$ cat config.mk
export PLATFORM = sky130hd
export DESIGN_NAME = vdrop_detect
export DESIGN_NICKNAME = d
export VERILOG_FILES = /design/src/rtl/vdrop_pkg.sv /design/src/rtl/vdrop_inh_classifier.sv /design/src/rtl/vdrop_sample_sched.sv /design/src/rtl/vdrop_averager.sv /design/src/rtl/vdrop_drop_judge.sv /design/src/rtl/vdrop_detect.sv
export SDC_FILE = /design/constraint.sdc
export NUM_CORES = 1
export LEC_CHECK = 0
export BUFFER_PORTS_ARGS = -buffer_cell sky130_fd_sc_hd__buf_2
export CAP_MARGIN = 25
export CELL_PAD_IN_SITES_DETAIL_PLACEMENT = 1
export CELL_PAD_IN_SITES_GLOBAL_PLACEMENT = 1
export CORE_MARGIN = 5
export CORE_UTILIZATION = 30
export CTS_BUF_LIST = sky130_fd_sc_hd__clkbuf_2 sky130_fd_sc_hd__clkbuf_4 sky130_fd_sc_hd__clkbuf_8
export CTS_CLUSTER_SIZE = 10
export DETAILED_ROUTE_END_ITERATION = 8
export PLACE_DENSITY = 0.63
export SETUP_SLACK_MARGIN = 0.02
export SKIP_CTS_REPAIR_TIMING = 1
export SLEW_MARGIN = 20
export SYNTH_ARGS = -nofsm -noshare
export SYNTH_HDL_FRONTEND = slang
export SYNTH_HIERARCHICAL = 1
export SYNTH_SLANG_ARGS = --single-unit
$ cat constraint.sdc
create_clock -name clk -period 2.8 [get_ports clk]
set_input_delay 0.14 -clock clk [delete_from_list [all_inputs] [get_ports clk]]
set_output_delay 0.14 -clock clk [all_outputs]
set_load 0.03 [all_outputs]
$ cat src/rtl/vdrop_pkg.sv
package vdrop_pkg;

    // Timer-mode select encoding; bit 1 set means the coarse (fast-rate) mode.
    typedef enum logic [1:0] {
        SEL_LOW   = 2'b00,
        SEL_MID   = 2'b01,
        SEL_HIGH  = 2'b10,
        SEL_HIGH2 = 2'b11
    } tsel_e;

    // Events decoded from the inhibit line.
    typedef struct packed {
        logic sync_req;
        logic hist_clr;
    } inh_evt_t;

    function automatic logic sel_is_fast(input logic [1:0] sel);
        return sel[1];
    endfunction

    function automatic int imax(input int a, input int b);
        return (a > b) ? a : b;
    endfunction

endpackage

$ cat src/rtl/vdrop_inh_classifier.sv
module vdrop_inh_classifier
    import vdrop_pkg::*;
#(
    parameter int SYNC_MAX_CLK = 3500,
    parameter int CLR_MIN_CLK  = 12000
) (
    input  logic     clk,
    input  logic     rst,
    input  logic     inh_i,
    output inh_evt_t evt_o
);
    localparam int CW = $clog2(CLR_MIN_CLK + 2);

    logic [CW-1:0] wid;

    always_ff @(posedge clk) begin
        if (rst) begin
            wid   <= '0;
            evt_o <= '0;
        end else begin
            evt_o <= '0;
            if (inh_i) begin
                if (wid != CW'(CLR_MIN_CLK + 1)) wid <= wid + 1'b1;
                if (wid == CW'(CLR_MIN_CLK)) evt_o.hist_clr <= 1'b1;
            end else begin
                if (wid != '0 && wid <= CW'(SYNC_MAX_CLK)) evt_o.sync_req <= 1'b1;
                wid <= '0;
            end
        end
    end

    // a sync request follows a falling edge of the inhibit line
    assert_sync_on_fall_R6: assert property (@(posedge clk) disable iff (rst)
        evt_o.sync_req |-> (!$past(inh_i) && $past(inh_i, 2)));

    // a history erase only happens while the line is held high
    assert_clear_while_high_R7: assert property (@(posedge clk) disable iff (rst)
        evt_o.hist_clr |-> $past(inh_i));

endmodule

$ cat src/rtl/vdrop_sample_sched.sv
module vdrop_sample_sched
    import vdrop_pkg::*;
#(
    parameter int FREE_TICKS = 17,
    parameter int WIN_SLOW   = 19,
    parameter int WIN_FAST   = 9
) (
    input  logic       clk,
    input  logic       rst,
    input  logic       tick_i,
    input  logic       sync_req_i,
    input  logic [1:0] sel_i,
    output logic       req_o
);
    localparam int TMAX = imax(FREE_TICKS, imax(WIN_SLOW, WIN_FAST));
    localparam int TW   = $clog2(TMAX + 2);

    logic          synced;
    logic [TW-1:0] free_cnt;
    logic [TW-1:0] win_cnt;
    logic [TW-1:0] win_lim;

    always_comb win_lim = sel_is_fast(sel_i) ? TW'(WIN_FAST) : TW'(WIN_SLOW);

    always_ff @(posedge clk) begin
        if (rst) begin
            synced   <= 1'b0;
            free_cnt <= '0;
            win_cnt  <= '0;
            req_o    <= 1'b0;
        end else begin
            req_o <= 1'b0;
            if (sync_req_i) begin
                req_o    <= 1'b1;
                synced   <= 1'b1;
                win_cnt  <= '0;
                free_cnt <= '0;
            end else if (tick_i) begin
                if (synced) begin
                    if (win_cnt >= win_lim) begin
                        synced   <= 1'b0;
                        free_cnt <= '0;
                    end else begin
                        win_cnt <= win_cnt + 1'b1;
                    end
                end else if (free_cnt == TW'(FREE_TICKS - 1)) begin
                    req_o    <= 1'b1;
                    free_cnt <= '0;
                end else begin
                    free_cnt <= free_cnt + 1'b1;
                end
            end
        end
    end

    // a request not caused by a sync pulse comes from a tick
    assert_free_on_tick_R5: assert property (@(posedge clk) disable iff (rst)
        (req_o && !$past(sync_req_i)) |-> $past(tick_i));

endmodule

$ cat src/rtl/vdrop_averager.sv
module vdrop_averager
    import vdrop_pkg::*;
#(
    parameter int CODE_W    = 12,
    parameter int LOG2_SLOW = 5,
    parameter int LOG2_FAST = 4
) (
    input  logic              clk,
    input  logic              rst,
    input  logic              start_i,
    input  logic              abort_i,
    input  logic [1:0]        sel_i,
    input  logic [CODE_W-1:0] code_i,
    input  logic              valid_i,
    output logic              samp_vld_o,
    output logic [CODE_W-1:0] samp_o
);
    localparam int LMAX = imax(LOG2_SLOW, LOG2_FAST);
    localparam int AW   = CODE_W + LMAX;
    localparam int CNTW = LMAX + 1;
    localparam int LGW  = $clog2(LMAX + 1);

    logic            busy;
    logic [LGW-1:0]  lg;
    logic [AW-1:0]   acc;
    logic [AW-1:0]   sum;
    logic [CNTW-1:0] cnt;
    logic [CNTW-1:0] last_idx;

    always_comb begin
        sum      = acc + AW'(code_i);
        last_idx = CNTW'((1 << lg) - 1);
    end

    always_ff @(posedge clk) begin
        if (rst) begin
            busy       <= 1'b0;
            lg         <= '0;
            acc        <= '0;
            cnt        <= '0;
            samp_vld_o <= 1'b0;
            samp_o     <= '0;
        end else begin
            samp_vld_o <= 1'b0;
            if (start_i) begin
                busy <= 1'b1;
                acc  <= '0;
                cnt  <= '0;
                lg   <= sel_is_fast(sel_i) ? LGW'(LOG2_FAST) : LGW'(LOG2_SLOW);
            end else if (abort_i) begin
                busy <= 1'b0;
            end else if (busy && valid_i) begin
                if (cnt == last_idx) begin
                    samp_o     <= CODE_W'(sum >> lg);
                    samp_vld_o <= 1'b1;
                    busy       <= 1'b0;
                end else begin
                    acc <= sum;
                    cnt <= cnt + 1'b1;
                end
            end
        end
    end

    // a sample only completes on a converter strobe during collection
    assert_sample_needs_strobe_R2: assert property (@(posedge clk) disable iff (rst)
        samp_vld_o |-> ($past(valid_i) && $past(busy)));

endmodule

$ cat src/rtl/vdrop_drop_judge.sv
module vdrop_drop_judge
    import vdrop_pkg::*;
#(
    parameter int CODE_W    = 12,
    parameter int DROP_FAST = 12,
    parameter int DROP_SLOW = 3,
    parameter int VMIN      = 1000,
    parameter int VMAX      = 2000,
    parameter int HOLD_LOW  = 150,
    parameter int HOLD_MID  = 300,
    parameter int HOLD_HIGH = 75
) (
    input  logic              clk,
    input  logic              rst,
    input  logic              tick_i,
    input  logic              start_i,
    input  logic              hist_clr_i,
    input  logic              clr_i,
    input  logic [1:0]        sel_i,
    input  logic              samp_vld_i,
    input  logic [CODE_W-1:0] samp_i,
    output logic              term_o
);
    localparam int HW = $clog2(imax(HOLD_LOW, imax(HOLD_MID, HOLD_HIGH)) + 1);

    logic [HW-1:0]     hold_cnt;
    logic [HW-1:0]     hold_load;
    logic [CODE_W-1:0] peak;
    logic              have_peak;
    logic [CODE_W-1:0] drop;
    logic [CODE_W-1:0] thr;
    logic              in_range;
    logic              fire;

    always_comb begin
        unique case (tsel_e'(sel_i))
            SEL_LOW: hold_load = HW'(HOLD_LOW);
            SEL_MID: hold_load = HW'(HOLD_MID);
            default: hold_load = HW'(HOLD_HIGH);
        endcase
        thr      = sel_is_fast(sel_i) ? CODE_W'(DROP_FAST) : CODE_W'(DROP_SLOW);
        drop     = peak - samp_i;
        in_range = (samp_i > CODE_W'(VMIN)) && (samp_i < CODE_W'(VMAX));
        fire     = samp_vld_i && have_peak && (samp_i <= peak) && (hold_cnt == '0)
                   && in_range && (drop >= thr) && !start_i && !hist_clr_i;
    end

    always_ff @(posedge clk) begin
        if (rst) begin
            hold_cnt  <= '0;
            peak      <= '0;
            have_peak <= 1'b0;
            term_o    <= 1'b0;
        end else begin
            if (start_i)                        hold_cnt <= hold_load;
            else if (tick_i && hold_cnt != '0)  hold_cnt <= hold_cnt - 1'b1;

            if (start_i || hist_clr_i) begin
                have_peak <= 1'b0;
            end else if (samp_vld_i && (!have_peak || samp_i > peak)) begin
                peak      <= samp_i;
                have_peak <= 1'b1;
            end

            if (clr_i)     term_o <= 1'b0;
            else if (fire) term_o <= 1'b1;
        end
    end

    // the flag only rises right after a completed sample
    assert_rise_needs_sample_R3: assert property (@(posedge clk) disable iff (rst)
        $rose(term_o) |-> $past(samp_vld_i));

    // the sample that raised the flag lay inside the valid window
    assert_rise_in_window_R4: assert property (@(posedge clk) disable iff (rst)
        $rose(term_o) |-> ($past(samp_i) > CODE_W'(VMIN) && $past(samp_i) < CODE_W'(VMAX)));

    // no flag while the hold-off counter runs
    assert_holdoff_blocks_R9: assert property (@(posedge clk) disable iff (rst)
        $rose(term_o) |-> ($past(hold_cnt) == '0));

    // clear wins, and the flag otherwise stays set
    assert_clear_wins_R10: assert property (@(posedge clk) disable iff (rst)
        clr_i |=> !term_o);
    assert_sticky_R10: assert property (@(posedge clk) disable iff (rst)
        (term_o && !clr_i) |=> term_o);

endmodule

$ cat src/rtl/vdrop_detect.sv
module vdrop_detect
    import vdrop_pkg::*;
#(
    parameter int CODE_W       = 12,
    parameter int LOG2_SLOW    = 5,
    parameter int LOG2_FAST    = 4,
    parameter int DROP_FAST    = 12,
    parameter int DROP_SLOW    = 3,
    parameter int VMIN         = 1000,
    parameter int VMAX         = 2000,
    parameter int FREE_TICKS   = 17,
    parameter int WIN_SLOW     = 19,
    parameter int WIN_FAST     = 9,
    parameter int HOLD_LOW     = 150,
    parameter int HOLD_MID     = 300,
    parameter int HOLD_HIGH    = 75,
    parameter int SYNC_MAX_CLK = 3500,
    parameter int CLR_MIN_CLK  = 12000
) (
    input  logic              clk,
    input  logic              rst,
    input  logic [CODE_W-1:0] adc_code_i,
    input  logic              adc_vld_i,
    input  logic              inh_i,
    input  logic [1:0]        tm_sel_i,
    input  logic              chg_start_i,
    input  logic              tick_i,
    input  logic              term_clr_i,
    output logic              term_o
);
    inh_evt_t          evt;
    logic              req;
    logic              samp_vld;
    logic [CODE_W-1:0] samp;

    vdrop_inh_classifier #(
        .SYNC_MAX_CLK (SYNC_MAX_CLK),
        .CLR_MIN_CLK  (CLR_MIN_CLK)
    ) u_classifier (
        .clk   (clk),
        .rst   (rst),
        .inh_i (inh_i),
        .evt_o (evt)
    );

    vdrop_sample_sched #(
        .FREE_TICKS (FREE_TICKS),
        .WIN_SLOW   (WIN_SLOW),
        .WIN_FAST   (WIN_FAST)
    ) u_sched (
        .clk        (clk),
        .rst        (rst),
        .tick_i     (tick_i),
        .sync_req_i (evt.sync_req),
        .sel_i      (tm_sel_i),
        .req_o      (req)
    );

    vdrop_averager #(
        .CODE_W    (CODE_W),
        .LOG2_SLOW (LOG2_SLOW),
        .LOG2_FAST (LOG2_FAST)
    ) u_avg (
        .clk        (clk),
        .rst        (rst),
        .start_i    (req),
        .abort_i    (evt.hist_clr),
        .sel_i      (tm_sel_i),
        .code_i     (adc_code_i),
        .valid_i    (adc_vld_i),
        .samp_vld_o (samp_vld),
        .samp_o     (samp)
    );

    vdrop_drop_judge #(
        .CODE_W    (CODE_W),
        .DROP_FAST (DROP_FAST),
        .DROP_SLOW (DROP_SLOW),
        .VMIN      (VMIN),
        .VMAX      (VMAX),
        .HOLD_LOW  (HOLD_LOW),
        .HOLD_MID  (HOLD_MID),
        .HOLD_HIGH (HOLD_HIGH)
    ) u_judge (
        .clk        (clk),
        .rst        (rst),
        .tick_i     (tick_i),
        .start_i    (chg_start_i),
        .hist_clr_i (evt.hist_clr),
        .clr_i      (term_clr_i),
        .sel_i      (tm_sel_i),
        .samp_vld_i (samp_vld),
        .samp_i     (samp),
        .term_o     (term_o)
    );

endmodule

Yosys cells after proc, flatten, opt, wreduce, memory -nomap -nowiden
Cells that the tools add are included.
{ "word_totals": {"latch_bits": 0, "register_bits": 91, "ram_bits": 0, "memories": 0, "output_inout_bits": 1, "mem_bits_ro": 0} }
{ "classes": {"n_mux": 24, "magnitude_cmp": 7, "mul": 0, "add_sub_neg": 8, "n_reduce_logical": 38, "n_div": 0, "n_eq_ne": 6, "n_bitwise": 7, "n_shift": 2} }
{ "op_table": {"columns": ["operator", "count"], "rows": [
  ["two-way mux 5 bit", 4],
  ["two-way mux 9 bit", 2],
  ["one-hot mux 9 bit (2 select lines)", 1],
  ["adder 17 x 12 -> 17 bit", 1],
  ["right shift 17 x 3 -> 12 bit", 1],
  ["two-way mux 1 bit", 16],
  ["adder 14 x 1 -> 14 bit (second input constant)", 1],
  ["== test 14 bit (second input constant)", 1],
  ["less-or-equal comparator 14 x 12 -> 1 bit (second input constant)", 1],
  ["inequality test 14 bit (second input constant)", 1],
  ["nonzero test 14 bit", 1],
  ["greater-or-equal comparator 12 bit", 1],
  ["> comparator 12 x 10 -> 1 bit (second input constant)", 1],
  ["> comparator 12 bit", 1],
  ["less-or-equal comparator 12 bit", 1],
  ["logical AND 1 bit", 12],
  ["less-than comparator 12 x 11 -> 1 bit (second input constant)", 1],
  ["OR reduction 2 bit", 6],
  ["subtractor 12 bit", 1],
  ["adder 5 x 1 -> 5 bit (second input constant)", 2],
  ["logical NOT 9 bit", 1],
  ["nonzero test 9 bit", 1],
  ["subtractor 9 x 1 -> 9 bit (second input constant)", 1],
  ["inverter 1 bit", 7],
  ["18 further kinds", 26]
]} }

Longest topological paths before layout
{ "logic_depth": {"word_depth": 7, "ltp_mapped": 13, "depth_no_buf": 12} }

Hierarchy
The synthesis kept the hierarchy.
{ "by_module_without_submodules": {"columns": ["module", "cells_each", "seq_area_each_um2", "area_each_um2", "instances"], "rows": [
  ["vdrop_averager", 286, 780.7, 2514.9, 1],
  ["vdrop_drop_judge", 234, 460.4, 1823.0, 1],
  ["vdrop_inh_classifier", 98, 320.3, 847.1, 1],
  ["vdrop_sample_sched", 71, 240.2, 641.9, 1]
]} }

Least setup slack after synthesis
OpenSTA, ideal clock, no wires.
{ "synth_timing": {"kind": "register -> register", "startpoint": "reg u_avg.lg[2]", "endpoint": "reg u_avg.samp_o[8]", "slack_ns": 0.231, "n_path_buf": 2, "required_ns": 2.680, "arrival_ns": 2.449, "path_stages_with_launch": 11, "synth_period_minus_slack_ns": 2.569, "setup_time_ns": 0.120, "cell_sequence": "dfxtp_1 buf_2 or2_1 buf_2 ha_1 or3_1 a211oi_2 o21ai_1 or3_1 nor2b_1 a211o_1"} }
{ "synth_between": {"elab_chain_len": 4} }
{ "synth_lines": {"columns": ["item", "line_no", "rtl"], "rows": [
  ["start: declaration", "vdrop_averager.sv:24", "logic [LGW-1:0] lg;"],
  ["start signal: assignment", "vdrop_averager.sv:49", "lg <= sel_is_fast(sel_i) ? LGW'(LOG2_FAST) : LGW'(LOG2_SLOW);"],
  ["<< shifter 1 x 3 -> 6 bit", "vdrop_averager.sv:32", "last_idx = CNTW'((1 << lg) - 1);"],
  ["subtractor 6 x 2 -> 6 bit", "vdrop_averager.sv:32", null],
  ["== test 6 bit", "vdrop_averager.sv:53", "if (cnt == last_idx) begin"],
  ["AND reduction 4 bit (no line)", null, null],
  ["end signal: assignment", "vdrop_averager.sv:54", "samp_o <= CODE_W'(sum >> lg);"],
  ["end: declaration", "vdrop_averager.sv:16", "output logic [CODE_W-1:0] samp_o"]
]} }
Several ways; a longest one is shown, not always the timed one.
A chain may end at the register's enable or synchronous reset.

Final worst setup path
{ "layout_timing": {"startpoint": "reg u_avg.acc[1]", "endpoint": "reg u_avg.samp_o[4]"} }
{ "layout_between": {"elab_chain_len": 2} }
{ "layout_lines": {"columns": ["item", "line_no", "rtl"], "rows": [
  ["start: declaration", "vdrop_averager.sv:25", "logic [AW-1:0] acc;"],
  ["start signal: assignment", "vdrop_averager.sv:58", "acc <= sum;"],
  ["adder 17 x 12 -> 17 bit", "vdrop_averager.sv:31", "sum = acc + AW'(code_i);"],
  ["right shift 17 x 3 -> 12 bit", "vdrop_averager.sv:54", null]
]} }
No other way between the ends.

==> reports/qor.txt <==
internal power: 1880 uW
final net count: 774
fin crit period: 2.64 ns
clock buffer depth: 2
Post-synth ARST share: 0
met2 Use GR: 0.227
# IOs: 22
final core occ: 0.338
GPL Wtd Cong: 0.832
worst-path cell chain: ha_1 > a211oi_1 > o21ai_1 > o2111ai_1 > o311ai_1 > buf_4 > mux4_2 > mux2i_1 > nor2_1
R2R depth: 9
Post-Syn Area: 5830 um^2
antenna violations before repair: 0
Worst Setup Path Type: register to register
Mapped Cells: 689
H-tree depth: 3
worst stage delay on the critical path: 0.47 ns
pwr dens: 395 nW/um^2
WP data arrival: 2.89 ns
GR Util met1: 0.175
Total Wirelength: 14,500 um
WHS Path Cells: 3
Most used DFF post-synth: dfxtp_1
Initial Util: 0.302
latest clock arrival within the worst-skew pair: 0.37 ns
hold_sp: tm_sel_i[0]
port bufs: 21
clock-pin slew on the worst setup and hold paths: 0.10 ns
Reg power frac: 0.514
CTS buffer count: 9
FF-to-FF setup slack: 0.16 ns
total number of vias: 4,955
total nets after synthesis: 752
grt ovf: 0
peak supply drop: 0.188 mV
power share of the clock group: 0.368
commonest cells after routing, fill and taps aside: 89 x dfxtp_1, 84 x nor2_1, 47 x nand2_1, 41 x inv_1, 40 x ha_1
Hold EP: u_judge/hold_cnt[8]$_SDFFE_PP0P_
largest driver fanout on the critical path: 6
crit path from: u_avg/acc[1]$_SDFFE_PP0P_
Worst Skew: 0.0121 ns
Antenna Cells: 0
Net Sw Power: 691 uW
Hold Crit Class: input pin to register
Vias/cell: 5.05
register bit total from synthesis: 90
met3 GRT Util: 0.0316
Final Power: 2570 uW
Critical Path End Type: register
status: finished, final reports clean
final slew viol count: 0
synth warn: 6
first-pass GRT wire length: 25,000 um
CTS tree: built
post-route ant nets: 0
crit path launch type: register
Worst R2R End: u_avg/samp_o[4]$_SDFFE_PP0P_
largest net degree at the start of global routing: 30
fmax: 378 MHz
setup tns final: 0 ns
switching power share of the total: 0.269
Hold Vio Cnt, Final: 0
CTS Sinks: 90
Total GRT Usage: 0.135
RSZ-0062 raised after global routing: true
register area share after synthesis: 0.309
row cnt: 51
Worst path slowest cell: mux4_2
die width: 149 um
Final setup viols: 0
core area: 19,300 um^2
leakage: 0.00258 uW
DIE HEIGHT: 149 um
initial DRC count: 191
Slew headroom: 0.620
slew of the pin with the lowest slew margin: 0.570 ns
WL/cell: 14.7 um
Post-synth EDFFs: 0
layout cells sized above 1: 0.138
r2r startpoint: u_avg/acc[1]$_SDFFE_PP0P_
Die ar.: 22,300 um^2
drt first pass iters: 4
combinational share of power: 0.118
residual DRC count: 0
max_cap viols: 0
Root Driver: clkbuf_8
Area Overhead vs Synth: 11.7%
commonest non-fill, non-tap cell in the layout: dfxtp_1
DP HPWL: 11,200 um
syn avg cell area: 8.46 um^2
period utilisation layout: 0.944
number of global-route vias before repair: 5,156
Most Crowded Layer GR: met2
WP data required: 3.05 ns
post-synth cell types: 78
==> flip-flops by register name, indices dropped and copies added (netlist names) <==
signal,count
u_sched/synced,1
u_judge/peak,12
u_avg/acc,17
u_sched/req_o,1
u_avg/lg,2
u_sched/free_cnt,5
u_classifier/evt_o,2
u_avg/samp_vld_o,1
u_judge/term_o,1
u_judge/hold_cnt,9
u_sched/win_cnt,5
u_avg/cnt,6
u_avg/samp_o,12
u_classifier/wid,14
u_avg/busy,1
u_judge/have_peak,1
==> synthesized netlist by cell type, types with 5 or more instances <==
library cell / n / area (um^2)
dfxtp_1: 90 / 1800
nor2_1: 84 / 315
nand2_1: 47 / 176
inv_1: 41 / 154
ha_1: 40 / 500
a21oi_1: 37 / 185
mux2i_1: 31 / 310
o21ai_0: 24 / 120
xnor2_1: 23 / 201
nand3_1: 20 / 100
xor2_1: 20 / 175
nor3_1: 19 / 95.1
clkbuf_1: 14 / 52.6
a31oi_1: 13 / 81.3
a211oi_1: 11 / 82.6
nand4_1: 11 / 68.8
or3_1: 11 / 68.8
a21o_1: 10 / 75.1
nor2b_1: 9 / 56.3
o211ai_1: 9 / 67.6
nor4_1: 7 / 43.8
o2111ai_1: 7 / 61.3
nand2b_1: 6 / 37.5
and2_1: 5 / 31.3
buf_2: 5 / 25.0
nor3b_1: 5 / 37.5
or2_2: 5 / 31.3
==> final cells by class <==
cell class              count  area, um^2
fillers                  2332       12800
multi-input cells         532        3780
clock inverters             5        61.3
clock buffers              11         145
well taps                 265         332
repair buffers             37         225
flip-flops and latches     90        1810
inverters                  41         154
==> worst max-delay path, delay by kind of cell (launching register included) <==
| kind | cells | cell delay (ns) |
|---|---|---|
| flops | 1 | 0.39 |
| fa+ha+maj | 1 | 0.27 |
| simple gates | 1 | 0.06 |
| compound gates | 4 | 0.98 |
| buf+inv | 1 | 0.20 |
| mux | 2 | 0.62 |
==> metal layers <==
layer  vias to the layer above  share of wire
li1                       2533              -
met1                      2364           0.49
met2                        42           0.47
met3                        16          0.025
met4                         0          0.012
met5                         -              0
==> metrics by stage <==
step	instances	area, um^2	hold slack, ns	worst slack [ns]
floorplan	689	5830	0.209	0.231
global placement	964	6240	0.463	0.0921
detailed placement	964	6240	0.474	0.0295
CTS	980	6450	0.0819	-0.00975
global route	981	6510	0.0921	0.0196
finish	981	6510	0.108	0.157
==> power groups by stage <==
stage | Combinational [uW] | Sequential, uW | Clock, uW
floorplan | 209 | 1340 | 0
global placement | 289 | 1350 | 0
detailed placement | 301 | 1350 | 0
CTS | 303 | 1320 | 998
global route | 340 | 1320 | 1060
finish | 304 | 1320 | 946
==> worst max-delay path by stage <==
stage | to | cells after the start | slack, ns
floorplan | u_avg/samp_o[8]$_SDFFE_PP0P_ | 10 | 0.23
global placement | u_avg/samp_o[4]$_SDFFE_PP0P_ | 9 | 0.09
detailed placement | u_avg/samp_o[4]$_SDFFE_PP0P_ | 9 | 0.03
CTS | u_avg/samp_o[4]$_SDFFE_PP0P_ | 9 | -0.01
global route | u_avg/samp_o[4]$_SDFFE_PP0P_ | 9 | 0.02
finish | u_avg/samp_o[4]$_SDFFE_PP0P_ | 9 | 0.16
==> logic make-up (layout without fill, tap and decap cells) <==
| kind of cell | Yosys count | count (layout) | share of synthesized area |
|---|---|---|---|
| adders and majority gates | 42 | 42 | 0.0928 |
| buffers and inverters | 67 | 94 | 0.0494 |
| DFF | 90 | 90 | 0.309 |
| AOI/OAI and AO/OA | 154 | 154 | 0.186 |
| and+or+nand+nor | 255 | 255 | 0.224 |
| xor gates and xnor gates | 43 | 43 | 0.0646 |
| muxes | 38 | 38 | 0.0745 |
Note: power is estimated with default switching activity, not from simulation.
